$ cat src/rtl/rdpri_pkg.sv
package rdpri_pkg;
  typedef enum logic [1:0] {
    SRC_NONE = 2'd0,
    SRC_RD   = 2'd1,
    SRC_WR   = 2'd2
  } src_e;
endpackage

$ cat src/rtl/rdpri_fifo.sv
module rdpri_fifo #(
  parameter int W     = 16,
  parameter int DEPTH = 2
) (
  input  logic                             clk,
  input  logic                             rst_n,
  input  logic                             push,
  input  logic [W-1:0]                     push_data,
  input  logic                             pop,
  output logic [W-1:0]                     head_data,
  output logic [$clog2(DEPTH+1)-1:0]       count,
  output logic                             full,
  output logic                             empty
);
  localparam int PW = (DEPTH > 1) ? $clog2(DEPTH) : 1;
  localparam int CW = $clog2(DEPTH+1);

  logic [W-1:0]  mem_q [DEPTH];
  logic [PW-1:0] rd_ptr, wr_ptr;
  logic [CW-1:0] cnt_q;

  function automatic logic [PW-1:0] wrap_inc(input logic [PW-1:0] p);
    return (p == PW'(DEPTH-1)) ? '0 : p + 1'b1;
  endfunction

  always_ff @(posedge clk or negedge rst_n) begin
    if (!rst_n) begin
      rd_ptr <= '0;
      wr_ptr <= '0;
      cnt_q  <= '0;
    end else begin
      if (push) wr_ptr <= wrap_inc(wr_ptr);
      if (pop)  rd_ptr <= wrap_inc(rd_ptr);
      case ({push, pop})
        2'b10:   cnt_q <= cnt_q + 1'b1;
        2'b01:   cnt_q <= cnt_q - 1'b1;
        default: cnt_q <= cnt_q;
      endcase
    end
  end

  always_ff @(posedge clk) begin
    if (push) mem_q[wr_ptr] <= push_data;
  end

  assign head_data = mem_q[rd_ptr];
  assign count     = cnt_q;
  assign full      = (cnt_q == CW'(DEPTH));
  assign empty     = (cnt_q == '0);
endmodule

$ cat src/rtl/rdpri_wbuf.sv
module rdpri_wbuf #(
  parameter int AW      = 16,
  parameter int DW      = 32,
  parameter int DEPTH   = 3,
  parameter int CMP_LSB = 3
) (
  input  logic                         clk,
  input  logic                         rst_n,
  input  logic                         push,
  input  logic [AW-1:0]                push_addr,
  input  logic [DW-1:0]                push_data,
  input  logic                         pop,
  output logic [AW-1:0]                head_addr,
  output logic [DW-1:0]                head_data,
  output logic [$clog2(DEPTH+1)-1:0]   count,
  output logic                         full,
  output logic                         empty,
  input  logic [AW-1:0]                look_addr,
  output logic                         look_hit,
  output logic [DW-1:0]                look_data
);
  localparam int PW = (DEPTH > 1) ? $clog2(DEPTH) : 1;
  localparam int CW = $clog2(DEPTH+1);

  logic [AW-1:0] addr_q [DEPTH];
  logic [DW-1:0] data_q [DEPTH];
  logic [PW-1:0] rd_ptr, wr_ptr;
  logic [CW-1:0] cnt_q;

  function automatic logic [PW-1:0] wrap_inc(input logic [PW-1:0] p);
    return (p == PW'(DEPTH-1)) ? '0 : p + 1'b1;
  endfunction

  always_ff @(posedge clk or negedge rst_n) begin
    if (!rst_n) begin
      rd_ptr <= '0;
      wr_ptr <= '0;
      cnt_q  <= '0;
    end else begin
      if (push) wr_ptr <= wrap_inc(wr_ptr);
      if (pop)  rd_ptr <= wrap_inc(rd_ptr);
      case ({push, pop})
        2'b10:   cnt_q <= cnt_q + 1'b1;
        2'b01:   cnt_q <= cnt_q - 1'b1;
        default: cnt_q <= cnt_q;
      endcase
    end
  end

  always_ff @(posedge clk) begin
    if (push) begin
      addr_q[wr_ptr] <= push_addr;
      data_q[wr_ptr] <= push_data;
    end
  end

  // Walk entries from oldest to newest; the last match seen is the newest.
  logic [PW:0] slot_sum;
  logic [PW-1:0] slot;
  always_comb begin
    look_hit  = 1'b0;
    look_data = '0;
    slot_sum  = '0;
    slot      = '0;
    for (int i = 0; i < DEPTH; i++) begin
      slot_sum = {1'b0, rd_ptr} + (PW+1)'(i);
      if (slot_sum >= (PW+1)'(DEPTH)) slot_sum = slot_sum - (PW+1)'(DEPTH);
      slot = slot_sum[PW-1:0];
      if ((CW'(i) < cnt_q) &&
          (addr_q[slot][AW-1:CMP_LSB] == look_addr[AW-1:CMP_LSB])) begin
        look_hit  = 1'b1;
        look_data = data_q[slot];
      end
    end
  end

  assign head_addr = addr_q[rd_ptr];
  assign head_data = data_q[rd_ptr];
  assign count     = cnt_q;
  assign full      = (cnt_q == CW'(DEPTH));
  assign empty     = (cnt_q == '0);
endmodule

$ cat src/rtl/rdpri_arb.sv
module rdpri_arb
  import rdpri_pkg::*;
(
  input  logic clk,
  input  logic rst_n,
  input  logic rd_pending,
  input  logic wr_pending,
  input  logic wr_full,
  input  logic bus_ready,
  output src_e sel,
  output logic bus_valid
);
  src_e lock_q;
  src_e pick;

  always_comb begin
    if (wr_pending && (!rd_pending || wr_full)) pick = SRC_WR;
    else if (rd_pending)                        pick = SRC_RD;
    else                                        pick = SRC_NONE;
  end

  assign sel       = (lock_q != SRC_NONE) ? lock_q : pick;
  assign bus_valid = (sel != SRC_NONE);

  always_ff @(posedge clk or negedge rst_n) begin
    if (!rst_n)                      lock_q <= SRC_NONE;
    else if (bus_valid && !bus_ready) lock_q <= sel;
    else                             lock_q <= SRC_NONE;
  end
endmodule

$ cat src/rtl/rdpri_req_queue.sv
module rdpri_req_queue
  import rdpri_pkg::*;
#(
  parameter int AW       = 16,
  parameter int DW       = 32,
  parameter int RQ_DEPTH = 2,
  parameter int WQ_DEPTH = 3,
  parameter int CMP_LSB  = 3
) (
  input  logic          clk,
  input  logic          rst_n,
  input  logic          rd_in_valid,
  output logic          rd_in_ready,
  input  logic [AW-1:0] rd_in_addr,
  input  logic          wr_in_valid,
  output logic          wr_in_ready,
  input  logic [AW-1:0] wr_in_addr,
  input  logic [DW-1:0] wr_in_data,
  output logic          hit_valid,
  output logic [DW-1:0] hit_data,
  output logic          bus_valid,
  input  logic          bus_ready,
  output logic          bus_is_write,
  output logic [AW-1:0] bus_addr,
  output logic [DW-1:0] bus_wdata
);
  localparam int RCW = $clog2(RQ_DEPTH+1);
  localparam int WCW = $clog2(WQ_DEPTH+1);

  logic           rq_push, rq_pop, rq_full, rq_empty;
  logic [AW-1:0]  rq_head;
  logic [RCW-1:0] rq_count;
  logic           wq_push, wq_pop, wq_full, wq_empty;
  logic [AW-1:0]  wq_head_addr;
  logic [DW-1:0]  wq_head_data;
  logic [WCW-1:0] wq_count;
  logic           rd_hit;
  logic [DW-1:0]  rd_hit_data;
  src_e           sel;
  logic           bus_fire;

  assign rd_in_ready = rd_hit || !rq_full;
  assign rq_push     = rd_in_valid && !rd_hit && !rq_full;
  assign wr_in_ready = !wq_full;
  assign wq_push     = wr_in_valid && !wq_full;
  assign bus_fire    = bus_valid && bus_ready;
  assign rq_pop      = bus_fire && (sel == SRC_RD);
  assign wq_pop      = bus_fire && (sel == SRC_WR);

  rdpri_fifo #(.W(AW), .DEPTH(RQ_DEPTH)) u_rq (
    .clk, .rst_n,
    .push(rq_push), .push_data(rd_in_addr), .pop(rq_pop),
    .head_data(rq_head), .count(rq_count), .full(rq_full), .empty(rq_empty)
  );

  rdpri_wbuf #(.AW(AW), .DW(DW), .DEPTH(WQ_DEPTH), .CMP_LSB(CMP_LSB)) u_wq (
    .clk, .rst_n,
    .push(wq_push), .push_addr(wr_in_addr), .push_data(wr_in_data), .pop(wq_pop),
    .head_addr(wq_head_addr), .head_data(wq_head_data), .count(wq_count),
    .full(wq_full), .empty(wq_empty),
    .look_addr(rd_in_addr), .look_hit(rd_hit), .look_data(rd_hit_data)
  );

  rdpri_arb u_arb (
    .clk, .rst_n,
    .rd_pending(!rq_empty), .wr_pending(!wq_empty), .wr_full(wq_full),
    .bus_ready, .sel, .bus_valid
  );

  assign bus_is_write = (sel == SRC_WR);
  assign bus_addr     = (sel == SRC_WR) ? wq_head_addr : rq_head;
  assign bus_wdata    = (sel == SRC_WR) ? wq_head_data : '0;

  always_ff @(posedge clk or negedge rst_n) begin
    if (!rst_n) begin
      hit_valid <= 1'b0;
      hit_data  <= '0;
    end else begin
      hit_valid <= rd_in_valid && rd_hit;
      if (rd_in_valid && rd_hit) hit_data <= rd_hit_data;
    end
  end
endmodule

$ cat config.mk
export PLATFORM = sky130hd
export DESIGN_NAME = rdpri_req_queue
export DESIGN_NICKNAME = d
export VERILOG_FILES = /design/src/rtl/rdpri_pkg.sv /design/src/rtl/rdpri_fifo.sv /design/src/rtl/rdpri_wbuf.sv /design/src/rtl/rdpri_arb.sv /design/src/rtl/rdpri_req_queue.sv
export SDC_FILE = /design/constraint.sdc
export NUM_CORES = 1
export LEC_CHECK = 0
export BUFFER_PORTS_ARGS = -buffer_cell sky130_fd_sc_hd__buf_4
export CELL_PAD_IN_SITES_DETAIL_PLACEMENT = 0
export CELL_PAD_IN_SITES_GLOBAL_PLACEMENT = 1
export CORE_ASPECT_RATIO = 1.1
export CORE_MARGIN = 8
export CORE_UTILIZATION = 30
export CTS_CLUSTER_SIZE = 10
export DETAILED_ROUTE_END_ITERATION = 10
export PLACE_DENSITY = 0.63
export SYNTH_ARGS = -nofsm -noshare
export SYNTH_HDL_FRONTEND = slang
export SYNTH_HIERARCHICAL = 1
export SYNTH_SLANG_ARGS = --single-unit
$ cat constraint.sdc
create_clock -name clk -period 6.1 [get_ports clk]
set_input_delay 1.83 -clock clk [delete_from_list [all_inputs] [get_ports clk]]
set_output_delay 1.83 -clock clk [all_outputs]
set_load 0.02 [all_outputs]
==> results of run 1 <==
routing by layer:
metal / vias to the layer above / part of all wire [%] / track usage (%) / wire length, um
met3: 54 / 4.7 / 2.68 / 2000
met5: - / 0.068 / 0 / 29
li1: 4834 / - / - / -
met1: 4850 / 45 / 20.7 / 19200
met4: 4 / 1.8 / 3.78 / 783
met2: 217 / 48 / 27.3 / 20600
per-stage QoR:
step                      total power, mW  hold slack (ns)  cells  worst slack, ns
after floorplan                      5.01            0.456   1265            0.157
after global placement               6.23            0.470   1918            0.372
after detailed placement             6.26            0.482   1918            0.345
after CTS                            7.74            0.491   1964            0.253
after global routing                 8.16            0.507   1964           0.0713
final                                7.64            0.488   1964            0.320
cell type report:
class                      instances  area [sq um]
fill                            4454         28500
timing repair buffer             179          1380
clock inverter                     3          13.8
clock buffer                      43           766
tap                              581           727
multi-input combinational        921          6680
inverter                          16          60.1
sequential                       221          6420
kinds of logic (layout without fill, tap and decap cells):
family,count (synthesis),after routing,share of synthesized area [%]
simple gates,359,359,13.7
fa+ha+maj,11,11,1.01
xor+xnor,47,47,3.03
mux,248,248,20.0
compound gates,256,256,10.7
buf+inv,123,241,4.37
flops,221,221,47.2
placed cells by master, fill, tap and decap left out, drive strengths merged, types with 43 or more instances in the layout:
master,count
dfrtp,45
nand2,109
a21oi,66
mux2,66
edfxtp,176
buf,179
clkbuf,43
nor2,74
o21ai,139
mux2i,182
worst paths after layout:
kind	to	cells past startpoint	startpoint	slack [ns]
setup / recovery	rd_in_ready	11	u_wq/rd_ptr[1]	0.32
hold / removal	u_rq/count[1]	1	u_rq/count[1]	0.49
setup reg to reg	u_rq/mem_q[1][7]	9	u_wq/rd_ptr[1]	1.85
hold reg to reg	u_rq/count[1]	1	u_rq/count[1]	0.49
max in group asynchronous	u_wq/rd_ptr[1]	1	rst_n	4.19
min in group asynchronous	hit_data[29]	1	rst_n	1.35
synthesized netlist by cell type, types with 2 or more instances:
library cell,number
nor3_1,35
or4_1,4
a31oi_1,2
xnor2_1,29
a21oi_1,66
and3_1,2
a211oi_1,3
mux2_4,38
o221ai_1,2
buf_6,13
and2_1,34
nand2_1,108
edfxtp_1,176
clkbuf_1,62
inv_1,16
a211o_1,2
o21ai_1,22
a21o_1,2
nor3b_1,3
mux2_2,27
nor2b_1,11
buf_1,17
xor2_1,18
dfrtp_1,45
and4b_1,33
o21ai_0,117
mux2i_1,182
nand3_1,34
o22a_1,32
o32ai_1,2
nor2_1,74
nand2b_1,7
nand4_1,3
nor4_1,5
ha_1,11
buf_2,14
state kept, by name (all words and copies together) (netlist names):
register	flops
u_wq/addr_q	48
u_rq/count	2
hit_valid	1
u_wq/data_q	96
u_wq/rd_ptr	2
u_rq/wr_ptr	1
u_rq/rd_ptr	1
u_wq/count	2
hit_data	32
u_arb/lock_q	2
u_rq/mem_q	32
u_wq/wr_ptr	2
power by group through the flow:
| stage | clock network [mW] | logic, mW | registers (mW) |
|---|---|---|---|
| 2_1_floorplan | 0 | 2.86 | 2.15 |
| 3_3_place_gp | 0 | 4.02 | 2.21 |
| 3_5_place_dp | 0 | 4.03 | 2.23 |
| 4_1_cts | 1.50 | 4.05 | 2.20 |
| 5_1_grt | 1.55 | 4.37 | 2.24 |
| 6_report | 1.45 | 3.99 | 2.20 |
==> flow_summary_export.csv, run 1 <==
group,metric,value,unit
critical_path,path_delay_family,"simple AND/OR/NAND/NOR gates",
critical_path,startpoint_type,"flop",
detailed_routing,drc,0,
logic_synthesis,synth.largest_area_cell,"edfxtp_1",
power,p_leak,6.24,nW
logic_synthesis,syn-cell-area,13600,sq um
timing,finalHoldViolCount,0,
critical_path,worstSetupPathType,"reg2out",
outcome,status,"finished, final reports clean",
clock_tree,cts_tree,"yes",
clock_tree,cts_buffers,27,
logic_synthesis,synth_top_cell_area_share,38.9,%
detailed_routing,wl_per_cell,21.7,um
cells_and_area,nets,1446,
detailed_routing,via_per_inst,5.07,
clock_tree,cts_root_buffer,"clkbuf_16",
global_route,grt_overflow_total,0,
timing,slew_viol_final,0,
clock_tree,hold_buffers,0,
die,pin_count,154,
global_route,grt_max_degree,82,
logic_synthesis,synth_edf_count,176,
critical_path,end_kind,"output pin",
timing,tightest_slew,1.16,ns
critical_path,critPathArrivalTime,3.95,ns
power,seqPwrFrac,28.8,%
timing,fin_crit_sh,94.7,%
cells_and_area,final_util,36.0,%
logic_synthesis,synth_nets,1345,
place,placed_area,15300,sq um
detailed_routing,ant_nets,0,
logic_synthesis,synthArstFlopShare,20.4,%
logic_synthesis,synth_ff_type,"edfxtp_1",
critical_path,crit_buf_inv,2,
logic_synthesis,syn_area_per_cell,10.7,sq um
die,start_util,30.4,%
die,die_y,239,um
timing,tns,0,ns
die,die_area,52300,sq um
power,p_switching,3.28,mW
power,p_int,4.37,mW
timing,rsz0062_at_grt,"no",
clock_tree,clock_sinks,221,
logic_synthesis,yosys_warnings,6,
detailed_routing,vias,9959,
logic_synthesis,syn_inst,1265,
critical_path,crit_chain,"inv_1 > ha_4 > mux2i_1 > o21ai_0 > xnor2_1 > nand4_1 > or4_1 > or4b_1 > nand3_1 > nand2b_1 > buf_4",
detailed_routing,wl,42600,um
critical_path,slowest_delay,0.59,ns
cells_and_area,layout-drive-gt1-share,21.4,%
job,maxCapViolCount,0,
power,peakVddDrop,0.431,mV
clock_tree,clk_pin_slew_worst_paths,0.06,ns
logic_synthesis,synth.distinct_cells,50,
detailed_routing,drtIter0Drc,454,
global_route,grt_usage,15.9,%
place,io_buffer_count,153,
die,fp.dieW,219,um
clock_tree,clk_latency,0.54,ns
global_route,grt_first_pass_wirelength,64600,um
clock_tree,post_cts_buffers,0,
logic_synthesis,synth.ff_latch_count,221,
die,num_rows,81,
power,p_comb_share,52.2,%
logic_synthesis,yosys-top-cells-area,"edfxtp_1 (39%), mux2i_1 (13%), dfrtp_1 (8.3%)",
cells_and_area,design_area,16000,sq um
logic_synthesis,synth-seq-area-share,47.2,%
global_route,antenna_found_initial,2,
global_route,grt_pass1_vias,10400,
power,clockPowerShare,19.0,%
timing,setup_viol,0,
timing,slew_headroom,22.6,%
timing,skew,0.0110,ns
power,p_sw_share,42.9,%
clock_tree,post_cts_resized,0,
clock_tree,h-tree-depth,1,
detailed_routing,drt_first_pass_iters,5,
cells_and_area,syn_to_final_growth,18.2,%
critical_path,cp_slowest_cell,"or4_1",
die,core,44600,sq um
clock_tree,clockBufferDepth,3,
cells_and_area,diodes,0,
critical_path,required,4.27,ns
timing,fin_crit,5.78,ns
critical_path,worstPathMaxFanout,19,
place,hpwlAfterDp,26000,um
place,gp_congestion,0.763,
min_path,hold_class,"reg2reg",
timing,fmax,173,MHz
power,powerDensity,476,nW/um^2
Note: power is estimated with default switching activity, not from simulation.
==> run 2, diff against run 1 <==
--- a/config.mk
+++ b/config.mk
@@ -14,6 +14,7 @@
 export CTS_CLUSTER_SIZE = 10
 export DETAILED_ROUTE_END_ITERATION = 10
 export PLACE_DENSITY = 0.63
+export SLEW_MARGIN = 20
 export SYNTH_ARGS = -nofsm -noshare
 export SYNTH_HDL_FRONTEND = slang
 export SYNTH_HIERARCHICAL = 1
==> constraint.sdc (replaced) <==
create_clock -name clk -period 6.6 [get_ports clk]
set_input_delay 1.98 -clock clk [delete_from_list [all_inputs] [get_ports clk]]
set_output_delay 1.98 -clock clk [all_outputs]
set_load 0.02 [all_outputs]
==> run 2 against run 1 <==
First-iteration DRC count grew 38%. Sequential share of layout area grew 0.14 points. Critical path type is now in2out. Clock power shrank 6%. Die area is the same. Highest routed layer unchanged. Non-clock buffer count shrank 3. Clock skew grew 0.020 ns. Global-route usage grew 0.23 points. Critical path depth shrank 3.
==> flow_summary_export.csv, run 2 (same netlist as run 1, synthesis figures left out) <==
group,metric,value,unit
detailed_routing,drc,0,
critical_path,worstSetupPathType,"in2out",
power,peakVddDrop,0.303,mV
global_route,grt_usage,16.2,%
clock_tree,h-tree-depth,1,
cells_and_area,layout-drive-gt1-share,21.2,%
timing,slew_headroom,26.9,%
clock_tree,clockBufferDepth,3,
cells_and_area,largest_reg_flops,96,
global_route,grt_overflow_total,0,
place,io_buffer_count,153,
die,die_y,239,um
place,hpwlAfterDp,25900,um
clock_tree,post_cts_buffers,0,
detailed_routing,via_per_inst,5.17,
global_route,grt_max_degree,97,
cells_and_area,syn_to_final_growth,17.8,%
timing,finalHoldViolCount,0,
clock_tree,post_cts_resized,0,
place,gp_congestion,0.787,
die,start_util,30.4,%
cells_and_area,reg.largest.list,"u_wq/data_q: 96 flops, u_wq/addr_q: 48 flops",
power,p_leak,6.21,nW
job,maxCapViolCount,0,
detailed_routing,drtIter0Drc,626,
detailed_routing,wl_per_cell,22.0,um
timing,holdWs,0.485,ns
power,powerDensity,443,nW/um^2
critical_path,slowest_delay,0.57,ns
global_route,grt_first_pass_wirelength,65400,um
critical_path,startpoint_type,"primary input",
die,die_area,52300,sq um
min_path,hold_class,"reg2reg",
critical_path,required,4.62,ns
detailed_routing,drt_first_pass_iters,5,
critical_path,crit_chain,"buf_4 > xnor2_1 > nand4_1 > or4_1 > or4b_1 > nand3_1 > nand2b_1 > buf_4",
detailed_routing,vias,10200,
clock_tree,cts_root_buffer,"clkbuf_16",
timing,fin_crit_sh,90.3,%
critical_path,end_kind,"output pin",
timing,slew_viol_final,0,
global_route,antenna_found_initial,1,
clock_tree,cts_tree,"yes",
detailed_routing,ant_nets,0,
clock_tree,cts_buffers,27,
die,pin_count,154,
clock_tree,hold_buffers,0,
timing,fmax,168,MHz
timing,fin_ws,0.640,ns
die,fp.dieW,219,um
outcome,status,"finished, final reports clean",
timing,fin_crit,5.96,ns
critical_path,critPathArrivalTime,3.98,ns
cells_and_area,final_common_cell,"mux2i_1",
timing,skew,0.0307,ns
clock_tree,clk_pin_slew_worst_paths,0.06,ns
critical_path,cp_common_cell,"buf_4",
cells_and_area,top_register,"u_wq/data_q",
critical_path,cp_slowest_cell,"or4_1",
global_route,grt_pass1_vias,10600,
die,core,44600,sq um
timing,tns,0,ns
detailed_routing,wl,43200,um
die,num_rows,81,
timing,rsz0062_at_grt,"no",
critical_path,ff2ff_setup_slack,2.15,ns
timing,tightest_slew,1.10,ns
place,dp_slack,0.596,ns
min_path,holdPathStages,1,
cells_and_area,final_cell_mix,"mux2i_1 (182), buf_4 (176), edfxtp_1 (176)",
cells_and_area,nets,1443,
critical_path,r2r_cells,10,
clock_tree,clock_sinks,221,
timing,setup_viol,0,
clock_tree,clk_latency,0.57,ns
critical_path,worstPathMaxFanout,8,
-- run 2: cell types whose count changed in the layout (fill, tap and decap cells not counted), sizes merged --
cell and delta:
inv +1, clkbuf +4, clkinv -1, diode +1, buf -3
-- run 2: critical path: cells and delay by family --
family	cells	cell delay [ns]
simple gates	5	1.55
xor+xnor	1	0.16
buf+inv	2	0.29
-- run 2: worst paths after layout --
kind / start / end
max: rd_in_addr[10] / rd_in_ready
min: u_rq/count[1] / u_rq/count[1]
max reg2reg: u_wq/rd_ptr[0] / u_rq/mem_q[1][0]
min reg2reg: u_rq/count[1] / u_rq/count[1]
max in group asynchronous: rst_n / u_wq/rd_ptr[0]
min in group asynchronous: rst_n / hit_data[25]
-- run 2: final cells by class --
class	instances	area, sq um
Inverter	16	60.1
Fill cell	4469	28600
Clock buffer	47	771
Timing Repair Buffer	176	1320
Multi-Input combinational cell	921	6670
Antenna cell	1	2.50
Sequential cell	221	6420
Tap cell	581	727
Clock inverter	3	22.5
-- run 2: metal layers --
layer	track usage [%]	routed length (um)	up-vias
met5	0	13	-
met4	5.30	1190	2
met3	2.81	2010	68
met2	27.1	20700	237
met1	20.8	19300	5024
li1	-	-	4835
-- run 2: stage by stage --
step / util (%) / power, mW / instance area [sq um] / cells
6_report: 35.9 / 7.08 / 16000 / 1966
5_1_grt: 35.9 / 7.57 / 16000 / 1965
4_1_cts: 35.9 / 7.17 / 16000 / 1965
3_5_place_dp: 34.1 / 5.78 / 15200 / 1915
3_3_place_gp: 34.1 / 5.75 / 15200 / 1915
2_1_floorplan: - / 4.64 / 13600 / 1265
-- run 2: power by group --
group | switching (mW) | internal [mW] | leakage, nW
Sequential | 0.217 | 1.82 | 2.22
Clock | 0.581 | 0.785 | 0.381
Combinational | 2.26 | 1.42 | 3.60
Total | 3.06 | 4.02 | 6.21
==> run 3, diff against run 2 <==
--- a/config.mk
+++ b/config.mk
@@ -11,9 +11,11 @@
 export CORE_ASPECT_RATIO = 1.1
 export CORE_MARGIN = 8
 export CORE_UTILIZATION = 30
+export CTS_BUF_LIST = sky130_fd_sc_hd__clkbuf_8
 export CTS_CLUSTER_SIZE = 10
 export DETAILED_ROUTE_END_ITERATION = 10
 export PLACE_DENSITY = 0.63
+export SKIP_CTS_REPAIR_TIMING = 1
 export SLEW_MARGIN = 20
 export SYNTH_ARGS = -nofsm -noshare
 export SYNTH_HDL_FRONTEND = slang
==> constraint.sdc (replaced) <==
create_clock -name clk -period 6.3 [get_ports clk]
set_input_delay 1.89 -clock clk [delete_from_list [all_inputs] [get_ports clk]]
set_output_delay 1.89 -clock clk [all_outputs]
set_load 0.02 [all_outputs]
==> run 3 against run 2 <==
Routed wire length down 1.7%. Sequential cell count is the same. Combinational power grew 4%. Clock power about the same. Total power is 3.6% higher. Sequential power grew 4%. Critical path type unchanged. Sequential share of layout area is 0.075 points lower. Critical endpoint unchanged. Largest cell class unchanged. Die area did not move. Critical path depth is the same.
==> flow_summary_export.csv, run 3 (same netlist as run 1, synthesis figures left out) <==
group,metric,value,unit
min_path,hp-start,"u_rq/count[1]",
cells_and_area,top_register,"u_wq/data_q",
die,die_y,239,um
clock_tree,clk_pin_slew_worst_paths,0.06,ns
outcome,status,"finished, final reports clean",
detailed_routing,wl_per_cell,21.3,um
place,dp.cells,1918,
timing,fin_crit,5.82,ns
timing,fin_ws,0.481,ns
timing,holdWs,0.483,ns
clock_tree,clock_sinks,221,
detailed_routing,via_per_inst,5.12,
critical_path,r2r_start,"u_wq/rd_ptr[0]",
place,hpwlAfterDp,25800,um
critical_path,required,4.41,ns
cells_and_area,design_area,16000,sq um
critical_path,startpoint,"rd_in_addr[11]",
cells_and_area,fin_cells,1991,
detailed_routing,ant_nets,0,
global_route,grt_pass1_vias,10600,
cells_and_area,reg.largest.list,"u_wq/data_q: 96 flops, u_wq/addr_q: 48 flops",
cells_and_area,syn_to_final_growth,18.1,%
place,dp_slack,0.480,ns
critical_path,end_kind,"output pin",
cells_and_area,final_cell_mix,"mux2i_1 (182), buf_4 (179), edfxtp_1 (176)",
clock_tree,h-tree-depth,2,
global_route,grt_usage,16.0,%
cells_and_area,largest_reg_flops,96,
global_route,grt_overflow_total,0,
place,gp_congestion,0.791,
critical_path,cp-endpoint,"rd_in_ready",
timing,finalHoldViolCount,0,
timing,rsz0062_at_grt,"no",
clock_tree,clk_latency,0.56,ns
detailed_routing,drt_first_pass_iters,6,
critical_path,startpoint_type,"primary input",
place,io_buffer_count,153,
job,maxCapViolCount,0,
die,core,44600,sq um
critical_path,worstSetupPathType,"in2out",
global_route,grt_max_degree,66,
power,peakVddDrop,0.286,mV
detailed_routing,wl,42400,um
detailed_routing,drtIter0Drc,609,
timing,tns,0,ns
die,fp.dieW,219,um
clock_tree,cts_buffers,39,
clock_tree,cts_root_buffer,"clkbuf_8",
min_path,hold_class,"reg2reg",
timing,slew_headroom,33.3,%
critical_path,ff2ff_setup_slack,1.99,ns
clock_tree,cts_tree,"yes",
timing,fin_crit_sh,92.4,%
timing,setup_viol,0,
critical_path,r2r_end,"u_rq/mem_q[1][3]",
power,powerDensity,458,nW/um^2
critical_path,critPathArrivalTime,3.93,ns
die,die_area,52300,sq um
timing,fmax,172,MHz
detailed_routing,vias,10200,
critical_path,worstPathMaxFanout,6,
timing,slew_viol_final,0,
power,p_leak,6.31,nW
global_route,grt_first_pass_wirelength,64600,um
power,power,7.33,mW
die,num_rows,81,
place,placed_area,15200,sq um
critical_path,r2r_cells,10,
clock_tree,clockBufferDepth,3,
timing,skew,0.0233,ns
die,start_util,30.4,%
cells_and_area,final_common_cell,"mux2i_1",
cells_and_area,final_util,35.9,%
global_route,antenna_found_initial,4,
die,pin_count,154,
detailed_routing,drc,0,
cells_and_area,nets,1458,
timing,tightest_slew,1.00,ns
cells_and_area,layout-drive-gt1-share,22.3,%
-- run 3: cell type report --
cell class | instances | area, sq um
antenna | 2 | 5.00
timing repair buffer | 179 | 1340
clock buffer | 45 | 619
inverter | 16 | 60.1
tap | 581 | 727
fill | 4474 | 28600
sequential | 221 | 6420
clock inverter | 26 | 179
multi-input combinational | 921 | 6670
-- run 3: how the worst min path moves through the flow --
stage                          endpoint  slack [ns]  depth (start not counted)
after floorplan             u_rq/wr_ptr        0.46                          1
after global placement      u_rq/wr_ptr        0.47                          1
after detailed placement  u_rq/count[1]        0.48                          1
after CTS                 u_rq/count[1]        0.49                          1
after global routing      u_rq/count[1]        0.50                          1
final                     u_rq/count[1]        0.48                          1
-- run 3: power breakdown --
group	switching (mW)	internal [mW]
clock	0.604	0.772
sequential	0.219	1.91
combinational	2.35	1.48
total	3.18	4.16
-- run 3: worst max-delay path, cell delays in order --
cell	delay [ns]
buf_4	0.14
xnor2_1	0.16
nand4_1	0.14
or4_1	0.59
or4b_1	0.52
nand3_1	0.20
nand2b_1	0.14
buf_4	0.14
-- run 3: metal layers --
metal | vias to the layer above | routed length (um) | share of wire (%) | track usage [%]
met5 | - | 13 | 0.031 | 0
met4 | 2 | 1230 | 2.9 | 5.52
met3 | 83 | 2120 | 5.0 | 3.02
met2 | 259 | 20100 | 47 | 26.7
met1 | 4971 | 18900 | 45 | 20.4
li1 | 4878 | - | - | -
